==> config.mk <==
export PLATFORM = sky130hd
export DESIGN_NAME = flash_cmd_decoder
export DESIGN_NICKNAME = d
export VERILOG_FILES = /design/src/rtl/fcd_pkg.sv /design/src/rtl/fcd_strobe_qual.sv /design/src/rtl/fcd_seq_fsm.sv /design/src/rtl/fcd_id_rom.sv /design/src/rtl/flash_cmd_decoder.sv
export SDC_FILE = /design/constraint.sdc
export NUM_CORES = 1
export LEC_CHECK = 0
export BUFFER_PORTS_ARGS = -buffer_cell sky130_fd_sc_hd__buf_2
export CORE_MARGIN = 2
export CORE_UTILIZATION = 31
export CTS_CLUSTER_DIAMETER = 50
export DETAILED_ROUTE_END_ITERATION = 6
export MAX_ROUTING_LAYER = met4
export PLACE_DENSITY = 0.57
export SLEW_MARGIN = 25
export SYNTH_ARGS = -nofsm -noshare
export SYNTH_HDL_FRONTEND = slang
export SYNTH_HIERARCHICAL = 1
export SYNTH_SLANG_ARGS = --single-unit
==> constraint.sdc <==
create_clock -name clk -period 2.7 [get_ports clk]
set_input_delay 0.54 -clock clk [delete_from_list [all_inputs] [get_ports clk]]
set_output_delay 0.54 -clock clk [all_outputs]
set_load 0.05 [all_outputs]
==> src/rtl/fcd_pkg.sv <==
package fcd_pkg;

    localparam int ADDR_W   = 20;
    localparam int DATA_W   = 8;
    localparam int CMP_W    = 15;
    localparam int NUM_OPS  = 4;
    localparam int SECT_LSB = 12;
    localparam int BLK_LSB  = 16;

    localparam logic [CMP_W-1:0]  ADR_KEY_A = 15'h0AAA;
    localparam logic [CMP_W-1:0]  ADR_KEY_B = 15'h0555;

    localparam logic [DATA_W-1:0] CD_KEY_A  = 8'hAA;
    localparam logic [DATA_W-1:0] CD_KEY_B  = 8'h55;
    localparam logic [DATA_W-1:0] CD_PROG   = 8'hA0;
    localparam logic [DATA_W-1:0] CD_ERASE  = 8'h80;
    localparam logic [DATA_W-1:0] CD_IDENT  = 8'h90;
    localparam logic [DATA_W-1:0] CD_LEAVE  = 8'hF0;
    localparam logic [DATA_W-1:0] CD_CHIP   = 8'h10;
    localparam logic [DATA_W-1:0] CD_SECT   = 8'h30;
    localparam logic [DATA_W-1:0] CD_BLK    = 8'h50;

    localparam logic [DATA_W-1:0] ID_CODE0  = 8'h7F;
    localparam logic [DATA_W-1:0] ID_CODE1  = 8'h21;

    typedef enum logic [2:0] {
        ST_READ, ST_UNL1, ST_UNL2, ST_PROG,
        ST_ERA3, ST_ERA4, ST_ERA5, ST_IDENT
    } seq_state_t;

    typedef enum logic [1:0] {
        OP_PROG = 2'd0,
        OP_SECT = 2'd1,
        OP_BLK  = 2'd2,
        OP_CHIP = 2'd3
    } op_kind_t;

    typedef struct packed {
        logic [ADDR_W-1:0] addr;
        logic [DATA_W-1:0] data;
    } bus_wr_t;

    function automatic logic is_cmd(input bus_wr_t w,
                                    input logic [CMP_W-1:0] a,
                                    input logic [DATA_W-1:0] d);
        return (w.addr[CMP_W-1:0] == a) && (w.data == d);
    endfunction

    function automatic logic [ADDR_W-1:0] align_down(input logic [ADDR_W-1:0] a,
                                                     input int lsb);
        return a & ~((ADDR_W'(1) << lsb) - ADDR_W'(1));
    endfunction

endpackage

==> src/rtl/fcd_strobe_qual.sv <==
module fcd_strobe_qual
    import fcd_pkg::*;
#(
    parameter int MIN_PULSE = 3
) (
    input  logic              clk,
    input  logic              rst,
    input  logic              ce_n,
    input  logic              we_n,
    input  logic              oe_n,
    input  logic [ADDR_W-1:0] addr,
    input  logic [DATA_W-1:0] wdata,
    output logic              wr_valid,
    output bus_wr_t           wr_bus
);

    localparam int               CNT_W   = $clog2(MIN_PULSE + 1);
    localparam logic [CNT_W-1:0] CNT_MAX = CNT_W'(MIN_PULSE);

    logic             active;
    logic             act_q;
    logic [CNT_W-1:0] width_cnt;
    bus_wr_t          cap;
    logic             ends_ok;

    // write condition: selected, strobed, outputs not enabled
    assign active  = !ce_n && !we_n && oe_n;
    // a cycle ends only by a strobe rising, never by output enable falling
    assign ends_ok = act_q && !active && oe_n && (width_cnt == CNT_MAX);

    always_ff @(posedge clk) begin
        if (rst) begin
            act_q     <= 1'b0;
            width_cnt <= '0;
            cap       <= '0;
            wr_valid  <= 1'b0;
            wr_bus    <= '0;
        end else begin
            act_q    <= active;
            wr_valid <= ends_ok;
            if (ends_ok) begin
                wr_bus <= cap;
            end
            if (active) begin
                cap.data <= wdata;
                if (!act_q) begin
                    cap.addr  <= addr;
                    width_cnt <= CNT_W'(1);
                end else if (width_cnt != CNT_MAX) begin
                    width_cnt <= width_cnt + CNT_W'(1);
                end
            end
        end
    end

endmodule

==> src/rtl/fcd_seq_fsm.sv <==
module fcd_seq_fsm
    import fcd_pkg::*;
(
    input  logic               clk,
    input  logic               rst,
    input  logic               busy,
    input  logic               wr_valid,
    input  bus_wr_t            wr_bus,
    output logic [NUM_OPS-1:0] start_vec,
    output logic [ADDR_W-1:0]  op_addr,
    output logic [DATA_W-1:0]  op_data,
    output logic               id_mode
);

    seq_state_t        st, st_nxt;
    logic              fire;
    op_kind_t          kind;
    logic [ADDR_W-1:0] tgt_addr;

    always_comb begin
        st_nxt   = st;
        fire     = 1'b0;
        kind     = OP_PROG;
        tgt_addr = wr_bus.addr;
        if (wr_valid) begin
            unique case (st)
                ST_READ: st_nxt = is_cmd(wr_bus, ADR_KEY_A, CD_KEY_A) ? ST_UNL1 : ST_READ;
                ST_UNL1: st_nxt = is_cmd(wr_bus, ADR_KEY_B, CD_KEY_B) ? ST_UNL2 : ST_READ;
                ST_UNL2: begin
                    if (is_cmd(wr_bus, ADR_KEY_A, CD_PROG))       st_nxt = ST_PROG;
                    else if (is_cmd(wr_bus, ADR_KEY_A, CD_ERASE)) st_nxt = ST_ERA3;
                    else if (is_cmd(wr_bus, ADR_KEY_A, CD_IDENT)) st_nxt = ST_IDENT;
                    else                                          st_nxt = ST_READ;
                end
                ST_PROG: begin
                    fire   = 1'b1;
                    kind   = OP_PROG;
                    st_nxt = ST_READ;
                end
                ST_ERA3: st_nxt = is_cmd(wr_bus, ADR_KEY_A, CD_KEY_A) ? ST_ERA4 : ST_READ;
                ST_ERA4: st_nxt = is_cmd(wr_bus, ADR_KEY_B, CD_KEY_B) ? ST_ERA5 : ST_READ;
                ST_ERA5: begin
                    st_nxt = ST_READ;
                    if (is_cmd(wr_bus, ADR_KEY_A, CD_CHIP)) begin
                        fire     = 1'b1;
                        kind     = OP_CHIP;
                        tgt_addr = '0;
                    end else if (wr_bus.data == CD_SECT) begin
                        fire     = 1'b1;
                        kind     = OP_SECT;
                        tgt_addr = align_down(wr_bus.addr, SECT_LSB);
                    end else if (wr_bus.data == CD_BLK) begin
                        fire     = 1'b1;
                        kind     = OP_BLK;
                        tgt_addr = align_down(wr_bus.addr, BLK_LSB);
                    end
                end
                ST_IDENT: st_nxt = (wr_bus.data == CD_LEAVE) ? ST_READ : ST_IDENT;
                default:  st_nxt = ST_READ;
            endcase
        end
    end

    always_ff @(posedge clk) begin
        if (rst) begin
            st        <= ST_READ;
            start_vec <= '0;
            op_addr   <= '0;
            op_data   <= '0;
        end else if (busy) begin
            st        <= ST_READ;
            start_vec <= '0;
        end else begin
            st        <= st_nxt;
            start_vec <= fire ? (NUM_OPS'(1) << kind) : '0;
            if (fire) begin
                op_addr <= tgt_addr;
                op_data <= wr_bus.data;
            end
        end
    end

    assign id_mode = (st == ST_IDENT);

endmodule

==> src/rtl/fcd_id_rom.sv <==
module fcd_id_rom
    import fcd_pkg::*;
(
    input  logic              clk,
    input  logic              rst,
    input  logic              id_mode,
    input  logic              ce_n,
    input  logic              oe_n,
    input  logic [CMP_W-1:0]  offs,
    output logic [DATA_W-1:0] id_rdata
);

    logic [DATA_W-1:0] code;

    always_comb begin
        if (offs == CMP_W'(0))      code = ID_CODE0;
        else if (offs == CMP_W'(1)) code = ID_CODE1;
        else                        code = '0;
    end

    always_ff @(posedge clk) begin
        if (rst) id_rdata <= '0;
        else     id_rdata <= (id_mode && !ce_n && !oe_n) ? code : '0;
    end

endmodule

==> src/rtl/flash_cmd_decoder.sv <==
module flash_cmd_decoder
    import fcd_pkg::*;
#(
    parameter int MIN_PULSE = 3
) (
    input  logic              clk,
    input  logic              rst,
    input  logic              ce_n,
    input  logic              we_n,
    input  logic              oe_n,
    input  logic [ADDR_W-1:0] addr,
    input  logic [DATA_W-1:0] wdata,
    input  logic              busy,
    output logic              prog_start,
    output logic              sect_erase_start,
    output logic              blk_erase_start,
    output logic              chip_erase_start,
    output logic [ADDR_W-1:0] op_addr,
    output logic [DATA_W-1:0] op_data,
    output logic              id_mode,
    output logic [DATA_W-1:0] id_rdata
);

    logic               wr_valid;
    bus_wr_t            wr_bus;
    logic [NUM_OPS-1:0] start_vec;

    fcd_strobe_qual #(.MIN_PULSE(MIN_PULSE)) u_strobe (
        .clk     (clk),
        .rst     (rst),
        .ce_n    (ce_n),
        .we_n    (we_n),
        .oe_n    (oe_n),
        .addr    (addr),
        .wdata   (wdata),
        .wr_valid(wr_valid),
        .wr_bus  (wr_bus)
    );

    fcd_seq_fsm u_fsm (
        .clk      (clk),
        .rst      (rst),
        .busy     (busy),
        .wr_valid (wr_valid),
        .wr_bus   (wr_bus),
        .start_vec(start_vec),
        .op_addr  (op_addr),
        .op_data  (op_data),
        .id_mode  (id_mode)
    );

    fcd_id_rom u_idrom (
        .clk     (clk),
        .rst     (rst),
        .id_mode (id_mode),
        .ce_n    (ce_n),
        .oe_n    (oe_n),
        .offs    (addr[CMP_W-1:0]),
        .id_rdata(id_rdata)
    );

    assign prog_start       = start_vec[OP_PROG];
    assign sect_erase_start = start_vec[OP_SECT];
    assign blk_erase_start  = start_vec[OP_BLK];
    assign chip_erase_start = start_vec[OP_CHIP];

endmodule

**Word level (Yosys, flattened, before mapping)**

Index checks and enable logic that the tools add are counted.

- Eq/ne operators: 22
- Shift-type cells: 1
- Reduce and logical (&&, ||, !) cells: 27
- Muxes and demuxes: 28
- Add/subtract/negate cells: 1
- Bitwise operators: 4

Operators by type and width:

| kind | number |
|---|---|
| 2-to-1 mux 20 bit | 3 |
| equality test 8 bit, second input constant | 5 |
| 2-to-1 mux 16 bit | 2 |
| one-hot mux 3 bit (7 select lines) | 1 |
| 2-to-1 mux 3 bit | 6 |
| equality test 8 x 7 -> 1 bit, second input constant | 2 |
| 2-to-1 mux 2 bit | 8 |
| equality test 15 x 1 -> 1 bit, second input constant | 1 |
| equality test 15 x 11 -> 1 bit, second input constant | 1 |
| equality test 15 x 12 -> 1 bit, second input constant | 1 |
| logical NOT 15 bit | 1 |
| logical AND 1 bit | 13 |
| equality test 3 bit, second input constant | 4 |
| equality test 8 x 5 -> 1 bit, second input constant | 1 |
| equality test 8 x 6 -> 1 bit, second input constant | 1 |
| 2-to-1 mux 7 bit | 1 |
| equality test 3 x 2 -> 1 bit, second input constant | 2 |
| 2-to-1 mux 6 bit | 1 |
| AND reduction 2 bit | 3 |
| OR reduction 2 bit | 3 |
| OR reduction 3 bit | 2 |
| 2-to-1 mux 1 bit | 5 |
| logical NOT 1 bit | 4 |
| != test 2 bit, second input constant | 2 |
| other kinds (7) | 10 |

- Bits of input ports: 34
- Logic and storage cells: 96
- Register bits after elaboration: 103
- Output and inout bits: 41

**Longest topological paths before layout**

Gate-level depths: netlist of the first run.

- Depth after elaboration: 8
- Depth in mapped cells: 7
- Gate-level depth less buffers: 5

**Modules after synthesis**

Netlist of the first run, hierarchy kept.

Modules (own cells, without submodules):

| module | seq. area each (um^2) | times used | cells each | area each (um^2) |
|---|---|---|---|---|
| fcd_strobe_qual | 1201.2 | 1 | 263 | 2114.5 |
| fcd_seq_fsm | 700.7 | 1 | 206 | 1811.7 |
| fcd_id_rom | 40.0 | 1 | 18 | 147.6 |

**Worst setup path after synthesis of the first run**

Ideal clock, no wire load.

- Path kind: register -> register
- From: reg u_strobe/wr_bus[6] (netlist name)
- To: reg u_fsm.op_addr[0]
- Buffers on the path: 1
- Period minus slack after synthesis: 2031 ps
- Data required time: 2568 ps
- Data arrival time: 1899 ps
- Stages on the path, launching flop included: 7
- Path slack: 669 ps
- Setup time: 132 ps
- Path through: dfxtp_1 > or4b_4 > nor4_4 > a31oi_4 > buf_2 > o21ai_1 > a21oi_1

- Word-level cells in the longest chain between the ends: 7
- Elaborated cells on any way between the ends: 15
- Those cells by class: eq/ne: 3; mux: 10; reduce/logical: 2

Ends and longest elaborated chain:

| element | line | text |
|---|---|---|
| equality test 8 x 7 -> 1 bit | fcd_seq_fsm.sv:52 | `end else if (wr_bus.data == CD_BLK) begin` |
| 2-to-1 mux 1 bit | fcd_seq_fsm.sv:52 |  |
| 2-to-1 mux 1 bit | fcd_seq_fsm.sv:48 | `end else if (wr_bus.data == CD_SECT) begin` |
| 2-to-1 mux 1 bit | fcd_seq_fsm.sv:44 | `if (is_cmd(wr_bus, ADR_KEY_A, CD_CHIP)) begin` |
| one-hot mux 1 bit (2 select lines) | fcd_seq_fsm.sv:26 | `unique case (st)` |
| 2-to-1 mux 1 bit | fcd_seq_fsm.sv:25 | `if (wr_valid) begin` |
| AND reduction 2 bit (no source line) | n/a |  |
| end signal, assigned | fcd_seq_fsm.sv:77 | `op_addr <= tgt_addr;` |
| end, declared | fcd_seq_fsm.sv:10 | `output logic [ADDR_W-1:0] op_addr,` |

Parallel ways exist; a longest one is shown, timed or not.
A chain may end at the register's enable or synchronous reset.

**Worst setup path after layout of the first run**

- From: reg u_strobe/wr_bus[4] (netlist name)
- To: reg u_fsm.start_vec[2]

- Word-level cells in the longest chain between the ends: 8
- Elaborated cells on any way between the ends: 17
- Those cells by class: eq/ne: 3; shift: 1; mux: 10; bitwise: 1; reduce/logical: 2

Ends and longest elaborated chain:

| element | line | text |
|---|---|---|
| equality test 8 x 7 -> 1 bit | fcd_seq_fsm.sv:52 |  |
| 2-to-1 mux 1 bit | fcd_seq_fsm.sv:52 |  |
| 2-to-1 mux 1 bit | fcd_seq_fsm.sv:48 |  |
| 2-to-1 mux 1 bit | fcd_seq_fsm.sv:44 |  |
| one-hot mux 1 bit (2 select lines) | fcd_seq_fsm.sv:26 |  |
| 2-to-1 mux 1 bit | fcd_seq_fsm.sv:25 |  |
| NOT 1 bit (no source line) | n/a |  |
| OR reduction 3 bit (no source line) | n/a |  |
| end signal, assigned | fcd_seq_fsm.sv:75 | `start_vec <= fire ? (NUM_OPS'(1) << kind) : '0;` |
| end, declared | fcd_seq_fsm.sv:9 | `output logic [NUM_OPS-1:0] start_vec,` |

Parallel ways exist; a longest one is shown, timed or not.

==> run summary, run 1 <==
The run finished with clean final reports. For this run, design rule violations remaining after detail routing come to 0. The top flip-flop cell by instance count after synthesis is dfxtp_1.

Before antenna repair, the detailed router went through 4 iterations. The total area inside the core boundary comes to 12700 um2. The starting density of the core is 0.320.

The tightest min-delay check is of the in2reg type. The number of flops mapped to enable cells by yosys came out at 0. For the max-slew headroom at the worst pin, the log shows 0.336. The utilization after layout was 0.375.

By area the synthesized netlist is led by dfxtp_1 (48%), nand2_1 (12%), a21oi_1 (10%). The final worst-path cycle share was 0.886. The startpoint identified for the worst register-to-register timing path is u_strobe/wr_bus[4]. The share of synthesized flip-flops with an asynchronous set or reset was 0. In this run the horizontal extent of the chip is 119 um. Compared with the post-synthesis result, the final layout area differs by 17.1%. The signal on the critical path passes through or4b_4 -> o32ai_1 -> a31o_4 -> nand2_4 -> nor4_1. Summed over all cells, the static leakage comes to 1.72 nW. Across the run, the number of max-cap violations was 0. The routed wirelength normalized by instance count works out to 14.6 um.

The number of nets with antenna violations after detailed routing was 0; the ratio of routed vias to standard cells was 4.91. The number of hold buffers added after CTS was 0. Summed over all nets, the switching power comes to 0.607 mW. Derived from the worst setup path, the maximum achievable clock frequency is 0.418 GHz. The half-perimeter wire length of the detailed placement result is 7620 um. Input and output buffers added on the ports amount to 73.

The run gives 574 as the layout net count. VDD sags by at most 0.000238 V. The area fraction of the dominant cell type after synthesis came out at 0.477. Each instance of the synthesized netlist takes up on average 8.37 um2. Worst-skew pair later-pin latency: 0.34 ns. The worst hold path begins at addr[0]. Clock tree synthesis found a total of 97 sinks.

The switching fraction of total power was 0.217; the worst endpoint required time was 2.94 ns. The tools report the number of global-route vias before repair as 3394. The power per cell area is 588 nW/um2. The slowest stage of the critical path belongs to the cell o32ai_1. TritonCTS built the clock tree. Setup repair after global routing left no endpoint under its margin. The maximum clock path buffer count was 2; the H-tree level count was 3. The worst setup path is of the reg2reg kind.

The number of buffers added by the clock tree synthesis step is 9. Summed over all failing endpoints, the final setup total negative slack is 0 ns. Number of endpoints with negative hold slack in the final report: 0. CTS placed an instance of clkbuf_16 at the clock tree root. The pin count of the biggest net entering global routing was 35.

The commonest cells after synthesis are nand2_1 (127), dfxtp_1 (97), a21oi_1 (83), o21ai_1 (28). Category of the worst setup path capture point: a flip-flop. Setup violations remaining at the end of the flow were counted as 0. The initialized floorplan defines 41 standard-cell rows. The logs give 0.00773 ns for the final worst clock skew and 223 for the number of DRC markers after the initial detailed-route iteration. The shortest clock period the worst path allows after layout was 2.39 ns; the transition time of the tightest slew-check pin was 0.996 ns. The number of diodes added for antenna fixing is 0, and the routed via count is 3516.

Internal power comes to 2.20 mW. The cell count after synthesis was 487. The logs give 10400 um for the aggregate routed wire length and 0.156 for the overall track demand over capacity in global routing. The tools report the initial antenna violation count as 0. In this run the post-CTS setup repair buffer count came out at 0. The logs give 0.518 for the sequential share of power and 6 for the count of yosys warnings during synthesis. The synthesized netlist occupies a cell area of 4070 um2. The run gives 2.63 ns as the critical path arrival. The most frequent cell after synthesis is nand2_1.

Library cell occupying the most area in the post-synthesis netlist: dfxtp_1. The synthesized netlist contains 58 unique library cells. The first global-routing pass estimated 17300 um of wire.

The quantity of gates resized following cts was 0; the flip-flop and latch count after synthesis was 97. The worst setup path is launched from a flip-flop. For the number of max-slew violations in the final report, the log shows 0.

For the clock share of power, the log shows 0.446. The fraction of final layout cells sized beyond drive strength 1 came out at 0.211. The clock transition at the registers of the reported paths was 0.07 ns.

The critical path startpoint is u_strobe/wr_bus[4]. Post-synthesis net count: 522. Along the worst path, the maximum fanout reaches 21. For this run the aggregate overflow at the end of global routing stands at 0. The vertical extent of the die works out to 119 um. For the filler cell count, the log shows 1357. The area of the die was 14100 um2.

For the number of I/O pins, the log shows 75. The tools report the sequential area share after synthesis as 0.477. The combinational group share of total power came out at 0.036.

Routability-driven placement finished with a final weighted congestion of 0.851. The largest stage delay on the critical path was 0.57 ns.
==> critical path, delay by kind of cell, from the launching register on <==
family	cells	cell delay, ns
AO/OA/AOI/OAI	2	0.90
AND/OR/NAND/NOR	3	0.94
flip-flops	1	0.45
==> metal layers <==
metal | track usage | routed length [um] | up-vias
met4 | 0.0573 | 193 | 0
met5 | - | 0 | -
met2 | 0.226 | 4620 | 78
met1 | 0.218 | 5250 | 1621
met3 | 0.0241 | 386 | 18
li1 | - | - | 1799
==> worst paths after layout <==
check	to	slack [ns]	cells after the start
min	u_idrom/id_rdata[4]	0.39	2
max	u_fsm/start_vec[2]	0.31	5
max reg2reg	u_fsm/start_vec[2]	0.31	5
min reg2reg	u_strobe/wr_bus[14]	0.45	2
==> power groups by stage <==
| stage | logic, mW | registers, mW | clock network [mW] |
|---|---|---|---|
| after detailed placement | 0.100 | 1.49 | 0 |
| final | 0.100 | 1.45 | 1.25 |
| after global placement | 0.0991 | 1.49 | 0 |
| after global routing | 0.112 | 1.45 | 1.35 |
| after CTS | 0.101 | 1.45 | 1.27 |
| after floorplan | 0.0569 | 1.48 | 0 |
==> layout make-up <==
type                       count  area [um2]  area share
clock buffer                  11         233      0.0488
timing repair buffer          82         433      0.0907
sequential                    97        1940       0.407
inverter                       2        7.51     0.00157
multi-input combinational    347        1880       0.395
clock inverter                 5        56.3      0.0118
tap                          172         215      0.0451
==> flip-flops by register name (all words and copies together), names as in the netlist <==
name,count
u_strobe/width_cnt,2
u_fsm/start_vec,4
u_fsm/op_addr,20
u_strobe/wr_bus,28
u_fsm/op_data,8
u_strobe/act_q,1
u_strobe/wr_valid,1
u_strobe/cap,28
u_fsm/st,3
u_idrom/id_rdata,2
==> layout by cell type, fill, tap and decap left out, drive strengths merged, types with 3 or more instances in the layout <==
cell    Yosys  final
buf        25     82
nand4      15     15
nor2       10     10
a21oi      83     83
or4b        3      3
clkbuf     16     11
o211ai      8      8
dfxtp      97     97
nand2b      3      3
o21ai      32     32
nor4        9      9
nor3        6      6
xnor2       3      3
clkinv      0      3
nand3       8      8
nand2     128    128
nand4b      4      4
==> through the flow <==
step	instances	hold slack, ns	worst slack (ns)	cell area [um2]	power [mW]
6_report	716	0.391	0.309	4770	2.80
5_1_grt	716	0.392	0.129	4770	2.92
4_1_cts	716	0.387	0.309	4770	2.83
3_5_place_dp	700	0.447	0.340	4480	1.59
3_3_place_gp	700	0.442	0.434	4480	1.58
2_1_floorplan	487	0.429	0.669	4070	1.54
==> cell families (layout without fill, tap and decap cells) <==
kind of cell,count (synthesis),in the layout,synth area share
xor+xnor,3,3,0.00645
buf+inv,43,100,0.0651
fa+ha+maj,1,1,0.00307
simple gates,206,206,0.260
flops,97,97,0.477
compound gates,136,136,0.188
other cells,1,1,0.000920
No activity file was read; power rests on OpenSTA's default activity.
==> run 2: changes to the inputs <==
- BUFFER_PORTS_ARGS: -buffer_cell sky130_fd_sc_hd__buf_2 -> -buffer_cell sky130_fd_sc_hd__clkbuf_2
- clock period: 2.7 -> 2.6 ns (I/O delays scaled with it)
==> run summary, run 2 (synthesis results as in run 1) <==
The run finished with clean final reports. The floorplan step set the die width to 119 um. For the worst-skew pair, the clock arrives at the later sink with an insertion delay of 0.35 ns. Cell internal power dissipation: 2.24 mW. The first global-routing pass estimated 16900 um of wire. Number of endpoints with negative hold slack in the final report: 0.

Gates resized during post-CTS repair numbered 0. The library cell used most frequently in the layout, excluding fill and tap cells, is nand2_1. In this run the count of I/O pins placed on the die edge is 75. The half-perimeter wire length of the detailed placement result is 7650 um, and the clock transition at the registers of the reported paths is 0.07 ns. The logs give 0.27 ns for the worst setup slack for register-to-register paths and 0.638 mW for the reported net switching power. The overall track demand over capacity in global routing was 0.155; the static leakage was 1.71 nW. TritonCTS built the clock tree. In this run the deepest clock path goes through 2 buffers.

The overflow left after global routing was 0; the number of DRC markers after the initial detailed-route iteration was 190. The die covers 14100 um2. The final setup violation count is 0, and the maximum ir drop on the vdd rail is 0.000242 V. The depth of the worst register-to-register path is 5, and the number of nets with antenna violations after detailed routing is 0.

The aggregate routed wire length was 10500 um. The number of instances on the worst hold path works out to 2. Routed via count: 3598. The tools report the number of buffers added by the clock tree synthesis step as 9. Filler cell count: 1356. The power per cell area is 600 nW/um2, and the critical path arrival is 2.58 ns. For the number of max-slew violations in the final report, the log shows 0. The run gives 35 as the pin count of the biggest net entering global routing. Once the clock tree was built, the setup fixing pass inserted 0 buffers. The tools report the max-slew headroom at the worst pin as 0.359. Total negative slack for setup checks: 0 ns.

The H-tree was split into 3 levels. The number of core rows came out at 41. The run gives 0.00859 ns as the final worst clock skew.

In the routed layout, each cell is associated on average with a via count of 5.00. The area inside the core boundary is 12700 um2. The startpoint class of the critical path is a flip-flop.

For hold timing, the worst endpoint is u_idrom/id_rdata[4]. The number of detailed-route iterations in the first pass is 5, and the initial antenna violation count is 0. The clock share of power was 0.440; the final worst hold slack was 0.354 ns.

The sequential share of power is 0.524, and the highest fanout seen on the critical path is 21. The number of global-route vias before repair is 3352, and the shortest clock period the worst path allows after layout is 2.33 ns. Setup repair after global routing left no endpoint under its margin. Starting density of the core: 0.320. The routed wirelength normalized by instance count is 14.6 um, and the vertical extent of the die is 119 um. The fraction of final layout cells sized beyond drive strength 1 was 0.221; the layout overhead on the synthesized area was 17.9%. In the final layout, the registers with the most flip-flops are u_strobe/cap (28), u_strobe/wr_bus (28), u_fsm/op_addr (20).

The repair_antennas step left the layout with diodes totalling 0. Worst reg2reg path endpoint: u_fsm/start_vec[2]. After detailed routing, the number of remaining DRC violations is 0. Timing would allow up to 0.429 GHz.

The startpoint identified for the worst hold timing path is addr[0]. Class of the tightest hold or removal check: in2reg. The final worst-path cycle share was 0.896; the clock sink count was 97. For the worst setup path, the data required time is 2.85 ns. The tools report the combinational group share of total power as 0.037. The root buffer cell chosen for the clock tree is clkbuf_16.

The switching fraction of total power works out to 0.221. The top cell types in the final layout, fill and taps aside, are nand2_1 (127), dfxtp_1 (97), a21oi_1 (83), clkbuf_2 (73), o21ai_1 (28). The run gives 0.912 as the weighted congestion at the end of routability-driven global placement.

The count of buffers inserted at the top-level ports works out to 73. The worst setup path is captured at a flip-flop. The number of max-cap violations came out at 0.

Category of the critical setup timing path: reg2reg. The final layout contains 578 nets. After clock tree synthesis, the flow added hold-fix buffers numbering 0.

The tools report the utilization after layout as 0.378. The reg-to-reg startpoint is u_strobe/wr_bus[6]. Transition time of the tightest slew-check pin: 0.962 ns.
==> run 2: changes by cell type in the layout (fill, tap and decap cells not counted) <==
cell / before / now
buf_2: 73 / 0
buf_4: 9 / 13
bufinv_16: 1 / 0
clkbuf_1: 2 / 0
clkbuf_2: 0 / 73
clkbuf_8: 0 / 2
clkinv_2: 2 / 1
clkinv_4: 1 / 2
inv_6: 0 / 1
==> run 2: power groups by stage <==
stage	registers, mW	logic, mW	clock network, mW
after floorplan	1.54	0.0591	0
after global placement	1.54	0.104	0
after detailed placement	1.54	0.106	0
after CTS	1.51	0.106	1.31
after global routing	1.51	0.118	1.37
final	1.51	0.106	1.27
==> run 2: routing by layer <==
layer | wire (um) | vias up | track usage
met4 | 215 | 0 | 0.0774
met1 | 4950 | 1660 | 0.206
met3 | 566 | 16 | 0.0222
met2 | 4760 | 108 | 0.229
met5 | 0 | - | -
li1 | - | 1814 | -
==> run 2: critical path, cell delays in order (launching register included) <==
cell	delay [ns]
dfxtp_1	0.38
or4b_4	0.57
nor4_4	0.46
a31o_4	0.38
nand2_4	0.16
nor4_1	0.27
==> run 2: how the worst max path moves through the flow <==
stage,depth (start not counted),from,endpoint
CTS,5,u_strobe/wr_bus[6],u_fsm/start_vec[2]
floorplan,6,u_strobe/wr_bus[6],u_fsm/op_addr[0]
global placement,5,u_strobe/wr_bus[6],u_fsm/op_addr[18]
detailed placement,5,u_strobe/wr_bus[6],u_fsm/start_vec[2]
finish,5,u_strobe/wr_bus[6],u_fsm/start_vec[2]
global route,5,u_strobe/wr_bus[6],u_fsm/start_vec[3]
==> run 2: through the flow <==
| step | power (mW) | std cells | worst slack, ns | cell area [um2] |
|---|---|---|---|---|
| finish | 2.88 | 720 | 0.270 | 4800 |
| global route | 3.00 | 720 | 0.0587 | 4800 |
| CTS | 2.92 | 720 | 0.278 | 4800 |
| global placement | 1.65 | 704 | 0.387 | 4510 |
| detailed placement | 1.65 | 704 | 0.305 | 4510 |
| floorplan | 1.60 | 487 | 0.569 | 4070 |
==> run 2: layout make-up <==
| class | instances | area (um2) | share of cell area |
|---|---|---|---|
| clock buffers | 11 | 253 | 0.0526 |
| clock inverters | 5 | 38.8 | 0.00808 |
| inverters | 2 | 7.51 | 0.00156 |
| multi-input cells | 347 | 1880 | 0.392 |
| flip-flops and latches | 97 | 1940 | 0.404 |
| well taps | 172 | 215 | 0.0448 |
| repair buffers | 86 | 463 | 0.0964 |
